File: config.mk
export PLATFORM = sky130hd
export DESIGN_NAME = modstride_bist
export DESIGN_NICKNAME = d
export VERILOG_FILES = /design/src/rtl/msb_pkg.sv /design/src/rtl/msb_walker.sv /design/src/rtl/msb_sequencer.sv /design/src/rtl/msb_compare.sv /design/src/rtl/modstride_bist.sv
export SDC_FILE = /design/constraint.sdc
export NUM_CORES = 1
export LEC_CHECK = 0
export BUFFER_PORTS_ARGS = -buffer_cell sky130_fd_sc_hd__buf_2
export CELL_PAD_IN_SITES_DETAIL_PLACEMENT = 1
export CELL_PAD_IN_SITES_GLOBAL_PLACEMENT = 1
export CORE_MARGIN = 5
export CORE_UTILIZATION = 40
export DETAILED_ROUTE_END_ITERATION = 10
export PLACE_DENSITY_LB_ADDON = 0.1
export RECOVER_POWER = 100
export SLEW_MARGIN = 15
export SYNTH_ARGS = -nofsm -noshare
export SYNTH_HDL_FRONTEND = slang
export SYNTH_HIERARCHICAL = 1
export SYNTH_SLANG_ARGS = --single-unit
export TNS_END_PERCENT = 100
File: constraint.sdc
create_clock -name clk -period 2.65 [get_ports clk]
set_input_delay 0.53 -clock clk [delete_from_list [all_inputs] [get_ports clk]]
set_output_delay 0.53 -clock clk [all_outputs]
set_load 0.03 [all_outputs]
File: src/rtl/msb_pkg.sv
// Shared types for the modulo-stride memory self-test.
// Assumes nothing beyond a standard SystemVerilog package scope.
package msb_pkg;

    // Controller phase: one idle state, three passes per offset, one drain cycle.
    typedef enum logic [2:0] {
        PH_IDLE  = 3'd0,
        PH_MARK  = 3'd1,
        PH_FILL  = 3'd2,
        PH_CHECK = 3'd3,
        PH_DRAIN = 3'd4
    } phase_t;

endpackage

File: src/rtl/msb_walker.sv
// Address walker: steps an address counter over 0..DEPTH-1, one per cycle.
// A remainder counter runs beside it, so the target test needs no divider.
// Assumes: both counters restart at zero whenever run is low and whenever a pass wraps.
module msb_walker #(
    parameter int DEPTH  = 1024,
    parameter int STRIDE = 20,
    localparam int AW    = (DEPTH > 1) ? $clog2(DEPTH) : 1,
    localparam int SW    = (STRIDE > 1) ? $clog2(STRIDE) : 1
) (
    input  logic          clk,
    input  logic          rst_n,
    input  logic          run,
    input  logic [SW-1:0] offset,
    output logic [AW-1:0] addr,
    output logic          hit,
    output logic          last
);

    localparam logic [AW-1:0] ADDR_MAX = AW'(DEPTH - 1);
    localparam logic [SW-1:0] REM_MAX  = SW'(STRIDE - 1);

    logic [AW-1:0] addr_q;
    logic [SW-1:0] rem_q;

    // Advance the address and remainder counters, restarting both at the end of a pass.
    always_ff @(posedge clk) begin
        if (!rst_n || !run) begin
            addr_q <= '0;
            rem_q  <= '0;
        end else if (addr_q == ADDR_MAX) begin
            addr_q <= '0;
            rem_q  <= '0;
        end else begin
            addr_q <= addr_q + 1'b1;
            rem_q  <= (rem_q == REM_MAX) ? '0 : rem_q + 1'b1;
        end
    end

    // Flag the current address as a target and mark the final address of a pass.
    always_comb begin
        addr = addr_q;
        hit  = (rem_q == offset);
        last = (addr_q == ADDR_MAX);
    end

endmodule

File: src/rtl/msb_sequencer.sv
// Phase sequencer: steps through mark, fill (repeated) and check passes for each offset,
// then drains one cycle and raises done.
// Assumes: pass_last comes from the walker and is high on the last cycle of each pass.
module msb_sequencer
    import msb_pkg::*;
#(
    parameter int STRIDE = 20,
    parameter int DW     = 32,
    parameter int RW     = 4,
    localparam int SW    = (STRIDE > 1) ? $clog2(STRIDE) : 1
) (
    input  logic          clk,
    input  logic          rst_n,
    input  logic          start,
    input  logic [DW-1:0] pattern,
    input  logic [RW-1:0] repeat_n,
    input  logic          pass_last,
    output phase_t        phase,
    output logic [SW-1:0] offset,
    output logic [DW-1:0] pat_q,
    output logic          done
);

    localparam logic [SW-1:0] OFF_MAX = SW'(STRIDE - 1);

    phase_t        phase_q;
    logic [SW-1:0] off_q;
    logic [RW-1:0] rep_q;
    logic [RW-1:0] rep_tgt_q;
    logic [DW-1:0] pat_r;
    logic          done_q;

    // Move between phases, count fill passes and offsets, and capture the run settings.
    always_ff @(posedge clk) begin
        if (!rst_n) begin
            phase_q   <= PH_IDLE;
            off_q     <= '0;
            rep_q     <= '0;
            rep_tgt_q <= RW'(1);
            pat_r     <= '0;
            done_q    <= 1'b0;
        end else begin
            case (phase_q)
                PH_IDLE: begin
                    if (start) begin
                        phase_q   <= PH_MARK;
                        off_q     <= '0;
                        rep_q     <= '0;
                        pat_r     <= pattern;
                        rep_tgt_q <= (repeat_n == '0) ? RW'(1) : repeat_n;
                        done_q    <= 1'b0;
                    end
                end
                PH_MARK: begin
                    if (pass_last) phase_q <= PH_FILL;
                end
                PH_FILL: begin
                    if (pass_last) begin
                        if ((rep_q + RW'(1)) == rep_tgt_q) begin
                            rep_q   <= '0;
                            phase_q <= PH_CHECK;
                        end else begin
                            rep_q <= rep_q + RW'(1);
                        end
                    end
                end
                PH_CHECK: begin
                    if (pass_last) begin
                        if (off_q == OFF_MAX) begin
                            phase_q <= PH_DRAIN;
                        end else begin
                            off_q   <= off_q + 1'b1;
                            phase_q <= PH_MARK;
                        end
                    end
                end
                PH_DRAIN: begin
                    phase_q <= PH_IDLE;
                    done_q  <= 1'b1;
                end
                default: phase_q <= PH_IDLE;
            endcase
        end
    end

    // Drive the sequencer outputs from the registered state.
    always_comb begin
        phase  = phase_q;
        offset = off_q;
        pat_q  = pat_r;
        done   = done_q;
    end

endmodule

File: src/rtl/msb_compare.sv
// Read comparator: remembers each read request for one cycle, compares the returned word
// with the expected word and registers a report if they differ.
// Assumes: the memory returns read data exactly one cycle after the request.
module msb_compare #(
    parameter int AW = 10,
    parameter int DW = 32
) (
    input  logic          clk,
    input  logic          rst_n,
    input  logic          rd_req,
    input  logic [AW-1:0] rd_addr,
    input  logic [DW-1:0] rd_exp,
    input  logic [DW-1:0] rdata,
    output logic          err_valid,
    output logic [AW-1:0] err_addr,
    output logic [DW-1:0] err_expected,
    output logic [DW-1:0] err_actual
);

    logic          pend_q;
    logic [AW-1:0] pend_addr_q;
    logic [DW-1:0] pend_exp_q;
    logic          ev_q;
    logic [AW-1:0] ea_q;
    logic [DW-1:0] ee_q;
    logic [DW-1:0] ed_q;
    logic          miss;

    // Detect a miscompare on a read whose data is arriving in this cycle.
    always_comb miss = pend_q && (rdata != pend_exp_q);

    // Keep the request details until the read data comes back.
    always_ff @(posedge clk) begin
        if (!rst_n) begin
            pend_q      <= 1'b0;
            pend_addr_q <= '0;
            pend_exp_q  <= '0;
        end else begin
            pend_q      <= rd_req;
            pend_addr_q <= rd_addr;
            pend_exp_q  <= rd_exp;
        end
    end

    // Register the report: a one-cycle valid, with the fields captured on a miss.
    always_ff @(posedge clk) begin
        if (!rst_n) begin
            ev_q <= 1'b0;
            ea_q <= '0;
            ee_q <= '0;
            ed_q <= '0;
        end else begin
            ev_q <= miss;
            if (miss) begin
                ea_q <= pend_addr_q;
                ee_q <= pend_exp_q;
                ed_q <= rdata;
            end
        end
    end

    // Drive the report outputs.
    always_comb begin
        err_valid    = ev_q;
        err_addr     = ea_q;
        err_expected = ee_q;
        err_actual   = ed_q;
    end

endmodule

File: src/rtl/modstride_bist.sv
// Modulo-stride memory self-test controller, top level.
// For each offset it makes a mark pass, one or more fill passes and a check pass over a
// single-port synchronous memory, and reports every miscompare.
// Assumes: the memory takes one request per cycle and returns read data one cycle later.
module modstride_bist
    import msb_pkg::*;
#(
    parameter int DEPTH  = 1024,
    parameter int STRIDE = 20,
    parameter int DW     = 32,
    parameter int RW     = 4,
    localparam int AW    = (DEPTH > 1) ? $clog2(DEPTH) : 1,
    localparam int SW    = (STRIDE > 1) ? $clog2(STRIDE) : 1
) (
    input  logic          clk,
    input  logic          rst_n,
    input  logic          start,
    input  logic [DW-1:0] pattern,
    input  logic [RW-1:0] repeat_n,
    output logic          mem_en,
    output logic          mem_we,
    output logic [AW-1:0] mem_addr,
    output logic [DW-1:0] mem_wdata,
    input  logic [DW-1:0] mem_rdata,
    output logic          busy,
    output logic          done,
    output logic          err_valid,
    output logic [AW-1:0] err_addr,
    output logic [DW-1:0] err_expected,
    output logic [DW-1:0] err_actual
);

    phase_t        phase;
    logic [SW-1:0] offset;
    logic [DW-1:0] pat_q;
    logic [AW-1:0] walk_addr;
    logic          walk_hit;
    logic          walk_last;
    logic          walk_run;
    logic          rd_req;

    // The walker runs only while one of the three passes is active.
    always_comb walk_run = (phase == PH_MARK) || (phase == PH_FILL) || (phase == PH_CHECK);

    msb_sequencer #(
        .STRIDE (STRIDE),
        .DW     (DW),
        .RW     (RW)
    ) u_seq (
        .clk       (clk),
        .rst_n     (rst_n),
        .start     (start),
        .pattern   (pattern),
        .repeat_n  (repeat_n),
        .pass_last (walk_last),
        .phase     (phase),
        .offset    (offset),
        .pat_q     (pat_q),
        .done      (done)
    );

    msb_walker #(
        .DEPTH  (DEPTH),
        .STRIDE (STRIDE)
    ) u_walk (
        .clk    (clk),
        .rst_n  (rst_n),
        .run    (walk_run),
        .offset (offset),
        .addr   (walk_addr),
        .hit    (walk_hit),
        .last   (walk_last)
    );

    // Build the memory request for the current pass and address.
    always_comb begin
        mem_addr  = walk_addr;
        mem_en    = 1'b0;
        mem_we    = 1'b0;
        mem_wdata = pat_q;
        rd_req    = 1'b0;
        case (phase)
            PH_MARK: begin
                mem_en = walk_hit;
                mem_we = walk_hit;
            end
            PH_FILL: begin
                mem_en    = !walk_hit;
                mem_we    = !walk_hit;
                mem_wdata = ~pat_q;
            end
            PH_CHECK: begin
                mem_en = walk_hit;
                rd_req = walk_hit;
            end
            default: ;
        endcase
    end

    // Busy covers the three passes and the drain cycle.
    always_comb busy = (phase != PH_IDLE);

    msb_compare #(
        .AW (AW),
        .DW (DW)
    ) u_cmp (
        .clk          (clk),
        .rst_n        (rst_n),
        .rd_req       (rd_req),
        .rd_addr      (walk_addr),
        .rd_exp       (pat_q),
        .rdata        (mem_rdata),
        .err_valid    (err_valid),
        .err_addr     (err_addr),
        .err_expected (err_expected),
        .err_actual   (err_actual)
    );

endmodule

; ---- Word-level counts from Yosys, hierarchy flattened
; Cells that the tools add are included.
[word_totals]
inputBits = 71
reg_bits = 182
word_cells = 79
[classes]
reduce_logical = 22
n_eq_ne = 16
bitwise = 1
mux = 21
addsub = 4
[op_table]
columns = cell, count
row1 = 32-bit two-way mux, 1
row2 = 32-bit inequality test, 1
row3 = 32-bit NOT, 1
row4 = 3-bit two-way mux, 6
row5 = 4-bit two-way mux, 4
row6 = 5-bit two-way mux, 3
row7 = 3-bit case mux with 4 select lines, 1
row8 = "10-bit by 1-bit adder with 10-bit output, second input constant", 1
row9 = "5-bit by 1-bit adder with 5-bit output, second input constant", 2
row10 = "10-bit equality test, second input constant", 1
row11 = "5-bit equality test, second input constant", 2
row12 = 5-bit case mux with 2 select lines, 1
row13 = "2-bit by 1-bit inequality test with 1-bit output, second input constant", 4
row14 = 4-bit case mux with 2 select lines, 1
row15 = "3-bit by 2-bit equality test with 1-bit output, second input constant", 2
row16 = 1-bit case mux with 2 select lines, 3
row17 = 2-bit AND reduction, 3
row18 = 2-bit nonzero test, 3
row19 = 5-bit equality test, 1
row20 = 5-bit AND reduction, 1
row21 = "4-bit by 1-bit adder with 4-bit output, second input constant", 1
row22 = 4-bit equality test, 1
row23 = 4-bit logical NOT, 1
row24 = "2-bit inequality test, second input constant", 2
row25 = 12 further kinds, 17

; ---- Depth between registers and ports, before layout
; Gate-level depths: netlist of the first run.
[depth]
depth_word = 6
ltp_mapped = 8
depth_no_buf = 7

; ---- Hierarchy
; The synthesis of the first run kept the hierarchy.
[modules_own_cells]
columns = mod, instances, area_each_um2, cells_per_inst
row1 = msb_compare, 1, 4436.8, 456
row2 = msb_sequencer, 1, 2127.0, 247
row3 = msb_walker, 1, 708.2, 79
row4 = modstride_bist, 1, 416.6, 46

; ---- Worst setup path before layout of the first run
; OpenSTA, ideal clock, no wires.
[synth_path]
path_kind = flip-flop to flip-flop
start = reg u_walk.addr_q[0], in the netlist u_walk/addr[0]
end = reg u_seq.off_q[3], in the netlist u_seq/offset[3]
slack_ns = 0.489
synth_period_minus_slack_ns = 2.161
setup_ns = 0.115
path_stages_with_launch = 9
arrival_time_ns = 2.046
required_ns = 2.535
path_cell_list = dfxtp_1 -> ha_1 -> nand4_2 -> nor3_1 -> clkbuf_1 -> nand3_1 -> a211oi_1 -> xnor2_1 -> nor2_1
[synth_via]
elab_chain_cells = 3
[synth_rtl]
columns = element, line
row1 = "start, declared", msb_walker.sv:22  ; logic [AW-1:0] addr_q;
row2 = "start signal, assigned", msb_walker.sv:34  ; addr_q <= addr_q + 1'b1;
row3 = 10-bit equality test, msb_walker.sv:43  ; last = (addr_q == ADDR_MAX);
row4 = named net walk_last, modstride_bist.sv:38  ; logic walk_last;
row5 = 2-bit by 1-bit inequality test with 1-bit output (no line), n/a
row6 = 4-bit AND reduction (no line), n/a
row7 = "end signal, assigned", msb_sequencer.sv:72  ; off_q <= off_q + 1'b1;
row8 = "end, declared", msb_sequencer.sv:27  ; logic [SW-1:0] off_q;
; The timed path passes the listed nets, and every way through them passes these cells.
; A chain may end at the register's enable or synchronous reset.

; ---- Final worst setup path of the first run
[layout_path]
start = reg u_walk.rem_q[2]
end = out mem_we
[layout_via]
elab_chain_cells = 3
[layout_rtl]
columns = element, line
row1 = "start, declared", msb_walker.sv:23  ; logic [SW-1:0] rem_q;
row2 = "start signal, assigned", msb_walker.sv:35  ; rem_q <= (rem_q == REM_MAX) ? '0 : rem_q + 1'b1;
row3 = 5-bit equality test *, msb_walker.sv:42  ; hit = (rem_q == offset);
row4 = named net walk_hit, modstride_bist.sv:37  ; logic walk_hit;
row5 = 1-bit logical NOT, modstride_bist.sv:89  ; mem_we = !walk_hit;
row6 = 1-bit case mux with 2 select lines *, modstride_bist.sv:82  ; case (phase)
row7 = "end, declared", modstride_bist.sv:21  ; output logic mem_we,
; Mark *: on every way through the listed nets, which the timed path passes. The rest lies on a longest branch.

==> results of run 1 <==
## layout make-up
cell class                 instances  area (µm²)  share of cell area (%)
sequential                       182        3640                    39.6
timing repair buffer             208         936                    10.2
tap                              260         325                    3.53
multi-input combinational        592        3720                    40.4
clock buffer                      17         425                    4.62
inverter                           5        18.8                   0.204
clock inverter                    15         139                    1.51
## synth_stat cells, types with 8 or more instances
master    number
buf_2          9
o21ai_0        9
mux2i_1       74
nand3_1        8
a21boi_0      38
dfxtp_1      182
nand2_1      234
nor2_1        13
and2_1        44
clkbuf_1      30
xnor2_1       41
xor2_1        38
nand4_1        8
a21oi_1       13
## layer usage
metal	share of wire (%)	track usage, %	up-vias
met5	0.061	0	-
met4	1.4	5.22	2
met3	5.0	4.78	16
met2	43	28.1	142
met1	50	27.6	2826
li1	-	-	3091
## sequential cells by signal, indices dropped and copies added, names as in the netlist
name and cells:
u_cmp/err_actual 32, u_cmp/err_expected 32, u_cmp/pend_exp_q 32, u_seq/pat_q 32
u_cmp/err_addr 10, u_cmp/pend_addr_q 10, u_walk/addr 10, u_seq/offset 5
u_walk/rem_q 5, u_seq/rep_q 4, u_seq/rep_tgt_q 4, u_seq/phase 3
u_cmp/err_valid 1, u_cmp/pend_q 1, u_seq/done 1
## per-stage QoR
stage          total power, mW  std cells  utilization [%]  setup slack (ns)
3_3_place_gp              3.38       1247             47.2             0.369
3_5_place_dp              3.39       1247             47.2             0.349
5_1_grt                   5.97       1279             48.9            0.0449
2_1_floorplan             3.19        828                -             0.489
6_report                  5.73       1279             48.9             0.134
4_1_cts                   5.83       1279             50.2             0.150
## power by group through the flow
stage          combinational [mW]  sequential, mW  clock (mW)
5_1_grt                     0.504            2.85        2.61
3_5_place_dp                0.475            2.91           0
4_1_cts                     0.480            2.85        2.50
2_1_floorplan               0.298            2.89           0
3_3_place_gp                0.474            2.91           0
6_report                    0.453            2.85        2.43
## worst max path at each step
stage / to / depth (start not counted)
final: mem_we / 5
after global placement: u_cmp/err_expected[11]$_SDFFE_PN0P_ / 7
after CTS: mem_we / 5
after detailed placement: u_cmp/err_expected[9]$_SDFFE_PN0P_ / 7
after floorplan: u_seq/offset[3]$_SDFFE_PN0P_ / 8
after global routing: mem_wdata[22] / 4
## worst max-delay path, delay by kind of cell (launching register included)
| kind | cells | cell delay, ns |
|---|---|---|
| and+or+nand+nor | 2 | 0.53 |
| buffers and inverters | 1 | 0.23 |
| DFF | 1 | 0.46 |
| xor gates and xnor gates | 1 | 0.20 |
| AOI/OAI and AO/OA | 1 | 0.14 |
## logic make-up (layout without fill, tap and decap cells)
kind of cell,count (synthesis),count (layout)
flops,182,182
simple gates,352,352
fa+ha+maj,4,4
mux,74,74
compound gates,82,82
buf+inv,54,245
xor+xnor,80,80
## cell usage in the layout (no fill, tap or decap), types with 14 or more instances in the layout
| cell | netlist | routed |
|---|---|---|
| mux2i_1 | 74 | 74 |
| a21boi_0 | 38 | 38 |
| and2_0 | 0 | 16 |
| clkbuf_16 | 0 | 17 |
| dfxtp_1 | 182 | 182 |
| xor2_1 | 38 | 38 |
| nand2_1 | 234 | 234 |
| clkbuf_2 | 0 | 19 |
| a21oi_1 | 13 | 14 |
| clkbuf_1 | 30 | 109 |
| xnor2_1 | 41 | 41 |
| and2_1 | 44 | 28 |
| buf_2 | 9 | 74 |
==> metrics.txt, run 1 <==
Hold Crit Endpoint u_seq/pat_q[11]$_SDFFE_PN0P_; Die Y 149 µm; clock skew 0.0130 ns; PortBufs 191; Setup Viol. Count Final 0; prevailing post-synth register cell dfxtp_1; Gate power share 7.9%; Sw Pwr 1.53 mW; clock power share 42.4%; Synth Area in XOR/XNOR 9.29%; Hold Crit Class input port to flip-flop; Post-DP HPWL 15.8 mm; number of CTS-inserted buffers 17; DR WL/cell 16.7 µm; nets 1081; register area share after synthesis 47.4%; post-CTS setup buffers 0; Hold WS 0.344 ns; Worst R2R End u_seq/rep_q[2]$_SDFFE_PN0P_; vias per inst 4.75; Reg power frac 49.7%; Diodes inserted 0; Clock Tree Buf Depth 2; MaxCap Viol Count 1; FP Rows 50; aggregate routed wire length between 20 and 25 mm; H-tree depth 4; gr usage total 19.0%; VDD IR max 460 µV; R2R setup slack ~0.31 ns; Pwr Density about 620 nW/µm²; RSZ-0062 raised after global routing no; Placed Area around 8900 µm²; largest net degree at the start of global routing just under 90; Core ar. 18800 µm²; io pins 192; Final Cycle Share 95.0%; Setup crit start u_walk/rem_q[2]$_SDFF_PP0_; Fill cells 2266; Yosys top cell by area dfxtp_1; Starting DRT DRC Count ~370; Rel. slew slack -7.92%; Post-Syn Area about 7700 µm²; Crit. End Element output port; Final Hold Viols 0; RR Startpoint u_seq/phase[2]$_SDFFE_PN0P_; CP max-delay cell dfxtp_1; worst hold path depth 3; Startpoint Class flip-flop; grt total ovfl 0; worst slew pin tran 1.62 ns; f_max 397 MHz; min Tclk post-route 2.52 ns; Adder-Cell Fraction of Synth Area less than 1%; post_cts resized 0; max incr delay on CP 0.46 ns; Area contributors post-synth dfxtp_1 (47%), nand2_1 (11%), mux2i_1 (9.6%), xnor2_1 (4.7%), xor2_1 (4.3%); Pleak 3.45 nW; GPL Wtd Cong 0.785; First-pass DRT Iterations 4; failing checks max-capacitance violations, max-slew violations; status finished with violations; Pint between 4 and 5 mW; # DRC 0; ys async rst share 0%; top-area cell type share of the netlist area about 47%; Setup CP Type flip-flop to output port; hold path start pattern[11]; Simple-Gate Fraction of Synth Area approximately a fifth; die footprint around 22000 µm²; root buffer selected by CTS clkbuf_16; CTS tree done; crit path DAT 1.99 ns; FF-to-FF path depth 5; synth unique cells 55; via count about 6100; Mapped Avg Cell Area 9.29 µm²; Worst-path clk slew 0.08 ns; largest family of logic cells by synthesized area simple AND/OR/NAND/NOR gates; global-route wire length before repair roughly 33 mm; CP Data Required Time about 2.1 ns; vias in the first global route 6187; CP Max Fanout 7; Post-Syn Nets approximately 900; synth warn 6; Post-synth EDFFs 0; Slew Limit Fails 89; post-synthesis mux area share 9.63%; Synth Instances ~830; clk_lat worst skew 0.42 ns; Final Cell Area 9210 µm²; Post-DRT Antenna Nets 0; CTS sink count ~180; compound-gate portion of the synthesized area 7.58%; Initial Util 40.8%; CTS Hold Bufs 0; Yosys reg bits 182; critical path cell sequence xor2_1 > nor3_2 > or3b_2 > a21oi_1 > clkbuf_2; proportion of layout cells with a drive suffix above 1 13.8%; Synth-to-Final Area Change 19.7%; setup TNS 0 ns; Sw Share 26.7%; Die W 149 µm; initial antenna violation count 1
(Power assumes the default switching activity.)
==> run 2: changes to the inputs <==
--- a/config.mk
+++ b/config.mk
@@ -13,6 +13,7 @@
 export DETAILED_ROUTE_END_ITERATION = 10
 export PLACE_DENSITY_LB_ADDON = 0.1
 export RECOVER_POWER = 100
+export REMOVE_ABC_BUFFERS = 1
 export SLEW_MARGIN = 15
 export SYNTH_ARGS = -nofsm -noshare
 export SYNTH_HDL_FRONTEND = slang
==> run 2 against run 1 <==
Net effect:
- the run still ends with max-capacitance violations, max-slew violations left
- sequential share of layout area shrank 0.24 points
- combinational power about the same
- die area did not move
- hold slack better by 0.012 ns
- count of clock-buffer cells in the layout increased by 5
- largest cell class unchanged
==> metrics.txt, run 2 (same netlist as run 1, synthesis figures left out) <==
status finished with violations; failing checks max-capacitance violations, max-slew violations; Post-Route Utilization 49.2%; global routing met1 resource utilization between 20% and 30%; Setup Viol. Count Final 0; gr usage total 18.3%; post_cts resized 0; die footprint between 20000 and 25000 µm²; pre-CTS WS 0.312 ns; CTS tree done; via count about 6000; io pins 192; Die W roughly 150 µm; number of CTS-inserted buffers 17; First-pass DRT Iterations 4; GPL Wtd Cong 0.757; Pwr Density 633 nW/µm²; Final Cycle Share 94.4%; FP Rows 50; Setup crit start u_seq/phase[0]$_SDFFE_PN0P_; CTS Hold Bufs 0; highest-count cells in the layout ignoring fill and taps nand2_1 (234), dfxtp_1 (182), clkbuf_1 (116); Final Power roughly 5.9 mW; Post-DRT Antenna Nets 0; f_max 400 MHz; clock skew between 0.01 and 0.015 ns; MaxCap Viol Count 2; CP Max Fanout 12; worst slew pin tran approximately 1.7 ns; Clock Tree Buf Depth 2; Starting DRT DRC Count 241; Startpoint Class flip-flop; Rel. slew slack -10.6%; Final Hold Viols 0; DR WL/cell 16.0 µm; Layout Cells excl Fill 1279; gr busiest metal met2; Worst-path clk slew around 0.070 ns; vias per inst 4.81; met2 usage roughly a third; vias in the first global route 6218; crit path DAT 1.97 ns; Setup CP Type flip-flop to output port; hold path start pattern[24]; Die Y 149 µm; Crit. End Element output port; RSZ-0062 raised after global routing no; largest net degree at the start of global routing 93; min Tclk post-route 2.50 ns; H-tree depth 4; Pleak 3.45 nW; setup TNS 0 ns; Synth-to-Final Area Change 20.4%; placed insts 1246; proportion of layout cells with a drive suffix above 1 13.5%; final setup margin approximately 0.15 ns; global-route wire length before repair 32.4 mm; CTS sink count 182; Hold Crit Class input port to flip-flop; root buffer selected by CTS clkbuf_16; Slew Limit Fails 138; post-CTS setup buffers 0; PortBufs 191; nets 1080; M3 GR Usage 3.50%; Placed Area 8860 µm²; VDD IR max 438 µV; Initial Util 40.8%; CP Data Required Time 2.12 ns; Post-DP HPWL 14.5 mm; most common cell after layout, fill and taps aside nand2_1; initial antenna violation count 1; Final Cell Area 9260 µm²; grt total ovfl 0; Core ar. 18800 µm²; RR Startpoint u_seq/phase[2]$_SDFFE_PN0P_; clk_lat worst skew 0.42 ns; # DRC 0; aggregate routed wire length 20.4 mm; Hold WS ~0.36 ns
==> run 2: changes by cell type in the layout (fill, tap and decap cells not counted), sizes merged <==
| cell | before | now |
|---|---|---|
| inv | 12 | 6 |
| clkbuf | 146 | 149 |
| bufinv | 0 | 2 |
| clkinv | 4 | 2 |
| buf | 79 | 80 |
| clkinvlp | 4 | 5 |
| diode | 0 | 1 |
==> run 2: area by class of cell <==
class	instances	area, µm²
diodes	1	2.50
clock buffers	22	484
clock inverters	10	120
fillers	2264	9570
inverters	5	18.8
multi-input cells	592	3730
flip-flops and latches	182	3640
well taps	260	325
repair buffers	207	931
==> run 2: power breakdown <==
group	switching, mW	leakage, nW	total [mW]	internal, mW
sequential	0.0485	1.47	2.84	2.79
combinational	0.290	1.70	0.454	0.164
clock	1.07	0.281	2.57	1.49
==> run 2: path summary, 6_finish.rpt <==
path,to,slack (ns),cells past startpoint
max,mem_en,0.15,4
min,u_seq/pat_q[24]$_SDFFE_PN0P_,0.36,3
max reg2reg,u_seq/pat_q[23]$_SDFFE_PN0P_,0.25,6
min reg2reg,u_cmp/err_addr[3]$_SDFFE_PN0P_,0.45,2
==> run 2: critical path, stage by stage, from the launching register on <==
cell	delay (ns)
dfxtp_1	0.38
clkbuf_1	0.26
or3b_2	0.53
a21oi_1	0.15
clkbuf_2	0.22
==> run 2: routing by layer <==
metal,up-vias,part of all wire [%]
met3,11,3.9
met1,2947,46
met4,0,0.91
met5,-,0
li1,3083,-
met2,116,49
==> run 3: changes to the inputs <==
--- a/config.mk
+++ b/config.mk
@@ -9,7 +9,7 @@
 export CELL_PAD_IN_SITES_DETAIL_PLACEMENT = 1
 export CELL_PAD_IN_SITES_GLOBAL_PLACEMENT = 1
 export CORE_MARGIN = 5
-export CORE_UTILIZATION = 40
+export CORE_UTILIZATION = 36
 export DETAILED_ROUTE_END_ITERATION = 10
 export PLACE_DENSITY_LB_ADDON = 0.1
 export RECOVER_POWER = 100
==> constraint.sdc (replaced) <==
create_clock -name clk -period 2.1 [get_ports clk]
set_input_delay 0.42 -clock clk [delete_from_list [all_inputs] [get_ports clk]]
set_output_delay 0.42 -clock clk [all_outputs]
set_load 0.03 [all_outputs]
==> run 3 against run 2 <==
Net effect:
- the flow finishes with violations (negative setup slack)
- via count up 1.9%
- die area rose by 10%
- sequential share of layout area shrank 3.3 points
- clock skew rose by 0.0035 ns
- power up 29%
- final area is 9.9% higher
==> metrics.txt, run 3 (same netlist as run 1, synthesis figures left out) <==
status finished with violations; failing checks negative setup slack; Post-DRT Antenna Nets 0; Placed Area 9100 µm²; pre-CTS WS 0.0412 ns; PortBufs 191; Clock Tree Buf Depth 2; Rel. slew slack 31.6%; Worst R2R End u_seq/offset[2]$_SDFFE_PN0P_; max incr delay on CP 0.40 ns; Startpoint Class flip-flop; min Tclk post-route 2.18 ns; worst slew pin tran roughly 1.0 ns; Starting DRT DRC Count between 150 and 200; setup TNS -0.459 ns; Setup CP Type flip-flop to output port; DR WL/cell 16.6 µm; Crit path max-delay family simple AND/OR/NAND/NOR gates; # DRC 0; Pint 5.63 mW; VDD IR max 550 µV; GPL Wtd Cong 0.745; Hold Crit Class input port to flip-flop; FP Rows between 50 and 60; most common cell after layout, fill and taps aside nand2_1; FF-to-FF path depth 7; Worst-path clk slew 0.07 ns; hold path start pattern[0]; via count 6272; RSZ-0062 raised after global routing yes; met2 wire length 11.0 mm; MaxCap Viol Count 0; clock power share between 40% and 50%; Worst path depth 6; highest-count cells in the layout ignoring fill and taps nand2_1 (234), dfxtp_1 (171), clkbuf_1 (91); Synth-to-Final Area Change 32.4%; Core ar. roughly 21000 µm²; die footprint 24400 µm²; number of CTS-inserted buffers 17; RR Startpoint u_walk/addr[0]$_SDFF_PP0_; f_max 459 MHz; CP max-delay cell or3b_4; Die Y 156 µm; met1 WL 9.73 mm; CTS Hold Bufs 0; vias in the first global route 6511; R2R setup slack 0.11 ns; worst hold path depth 3; CP bufs+invs 1; CTS tree done; Post-DP HPWL roughly 15 mm; global-route wire length before repair 34.2 mm; vias per inst 4.75; clk_lat worst skew 0.43 ns; nets between 1000 and 1500; Hold Crit Endpoint u_seq/pat_q[0]$_SDFFE_PN0P_; Final Hold Viols 0; aggregate routed wire length 21.9 mm; final setup margin -0.0784 ns; H-tree depth 4; initial antenna violation count 1; CP Max Fanout 3; Final Cell Area 10200 µm²; met3 wire length 980 µm; max layer used met4; Die W roughly 160 µm; CP Data Required Time 1.68 ns; Sw Pwr just under 2 mW; Setup Viol. Count Final 11; grt total ovfl 0; Final Cycle Share 104%; Pleak 3.80 nW; critical path cell sequence xnor2_1 > nand3_1 > nor3_2 > or3b_4 > a21oi_2 > buf_6; Gate power share 8.9%; Sw Share around 26%; clock skew between 0.015 and 0.02 ns; root buffer selected by CTS clkbuf_16; io pins 192; Initial Util 36.6%; Slew Limit Fails 0; largest net degree at the start of global routing 69; crit path DAT 1.76 ns; First-pass DRT Iterations 4; Crit. End Element output port; Pwr Density ~740 nW/µm²; Reg power frac 47.4%; gr usage total 17.6%; CTS sink count 182; proportion of layout cells with a drive suffix above 1 about 22%
run 3: timing repair:
item	4_1_cts	5_1_grt
resized for setup	91	28
setup endpoints to repair	35	42
pin swaps	7	10
cloned	1	2
buffers inserted	6	2
run 3: cell type report:
cell class / instances / area (µm²)
antenna: 1 / 2.50
fill: 2497 / 10800
inverter: 5 / 18.8
tap: 275 / 344
clock buffer: 18 / 439
clock inverter: 14 / 165
timing repair buffer: 234 / 1510
sequential: 182 / 3660
multi-input combinational: 592 / 4030
run 3: power groups by stage:
stage          registers, mW  clock network, mW  logic [mW]
2_1_floorplan           3.65                  0       0.313
3_3_place_gp            3.66                  0       0.619
3_5_place_dp            3.67                  0       0.625
4_1_cts                 3.59               3.41       0.687
5_1_grt                 3.60               3.54       0.742
6_report                3.59               3.31       0.676
run 3: per-layer routing:
layer / global-route usage [%] / vias up
li1: - / 3127
met1: 22.3 / 3012
met5: 0 / -
met2: 30.3 / 114
met4: 4.59 / 0
met3: 3.94 / 19
run 3: worst register-to-register path, cell delays in order, from the launching register on:
cell,delay (ns)
dfxtp_1,0.41
ha_1,0.24
nand4_1,0.15
nor3_1,0.16
clkbuf_2,0.26
nor2b_1,0.13
or4_1,0.42
a21oi_1,0.15
run 3: how the worst max path moves through the flow:
stage | slack (ns) | endpoint | from
after floorplan | -4.16 | u_cmp/err_actual[0]$_SDFFE_PN0P_ | mem_rdata[21]
after global placement | 0.05 | u_cmp/err_valid$_SDFF_PN0_ | mem_rdata[28]
after detailed placement | 0.04 | u_cmp/err_valid$_SDFF_PN0_ | mem_rdata[5]
after CTS | -0.12 | mem_en | u_seq/offset[4]$_SDFFE_PN0P_
after global routing | -0.16 | mem_en | u_seq/offset[4]$_SDFFE_PN0P_
final | -0.08 | mem_en | u_seq/offset[4]$_SDFFE_PN0P_
run 3: per-stage QoR:
step | utilization, % | cells | hold WS [ns] | power, mW
after floorplan | - | 779 | 0.424 | 3.96
after global placement | 43.3 | 1277 | 0.428 | 4.28
after detailed placement | 43.3 | 1277 | 0.435 | 4.29
after CTS | 48.2 | 1316 | 0.215 | 7.68
after global routing | 48.4 | 1321 | 0.231 | 7.89
final | 48.4 | 1321 | 0.239 | 7.58
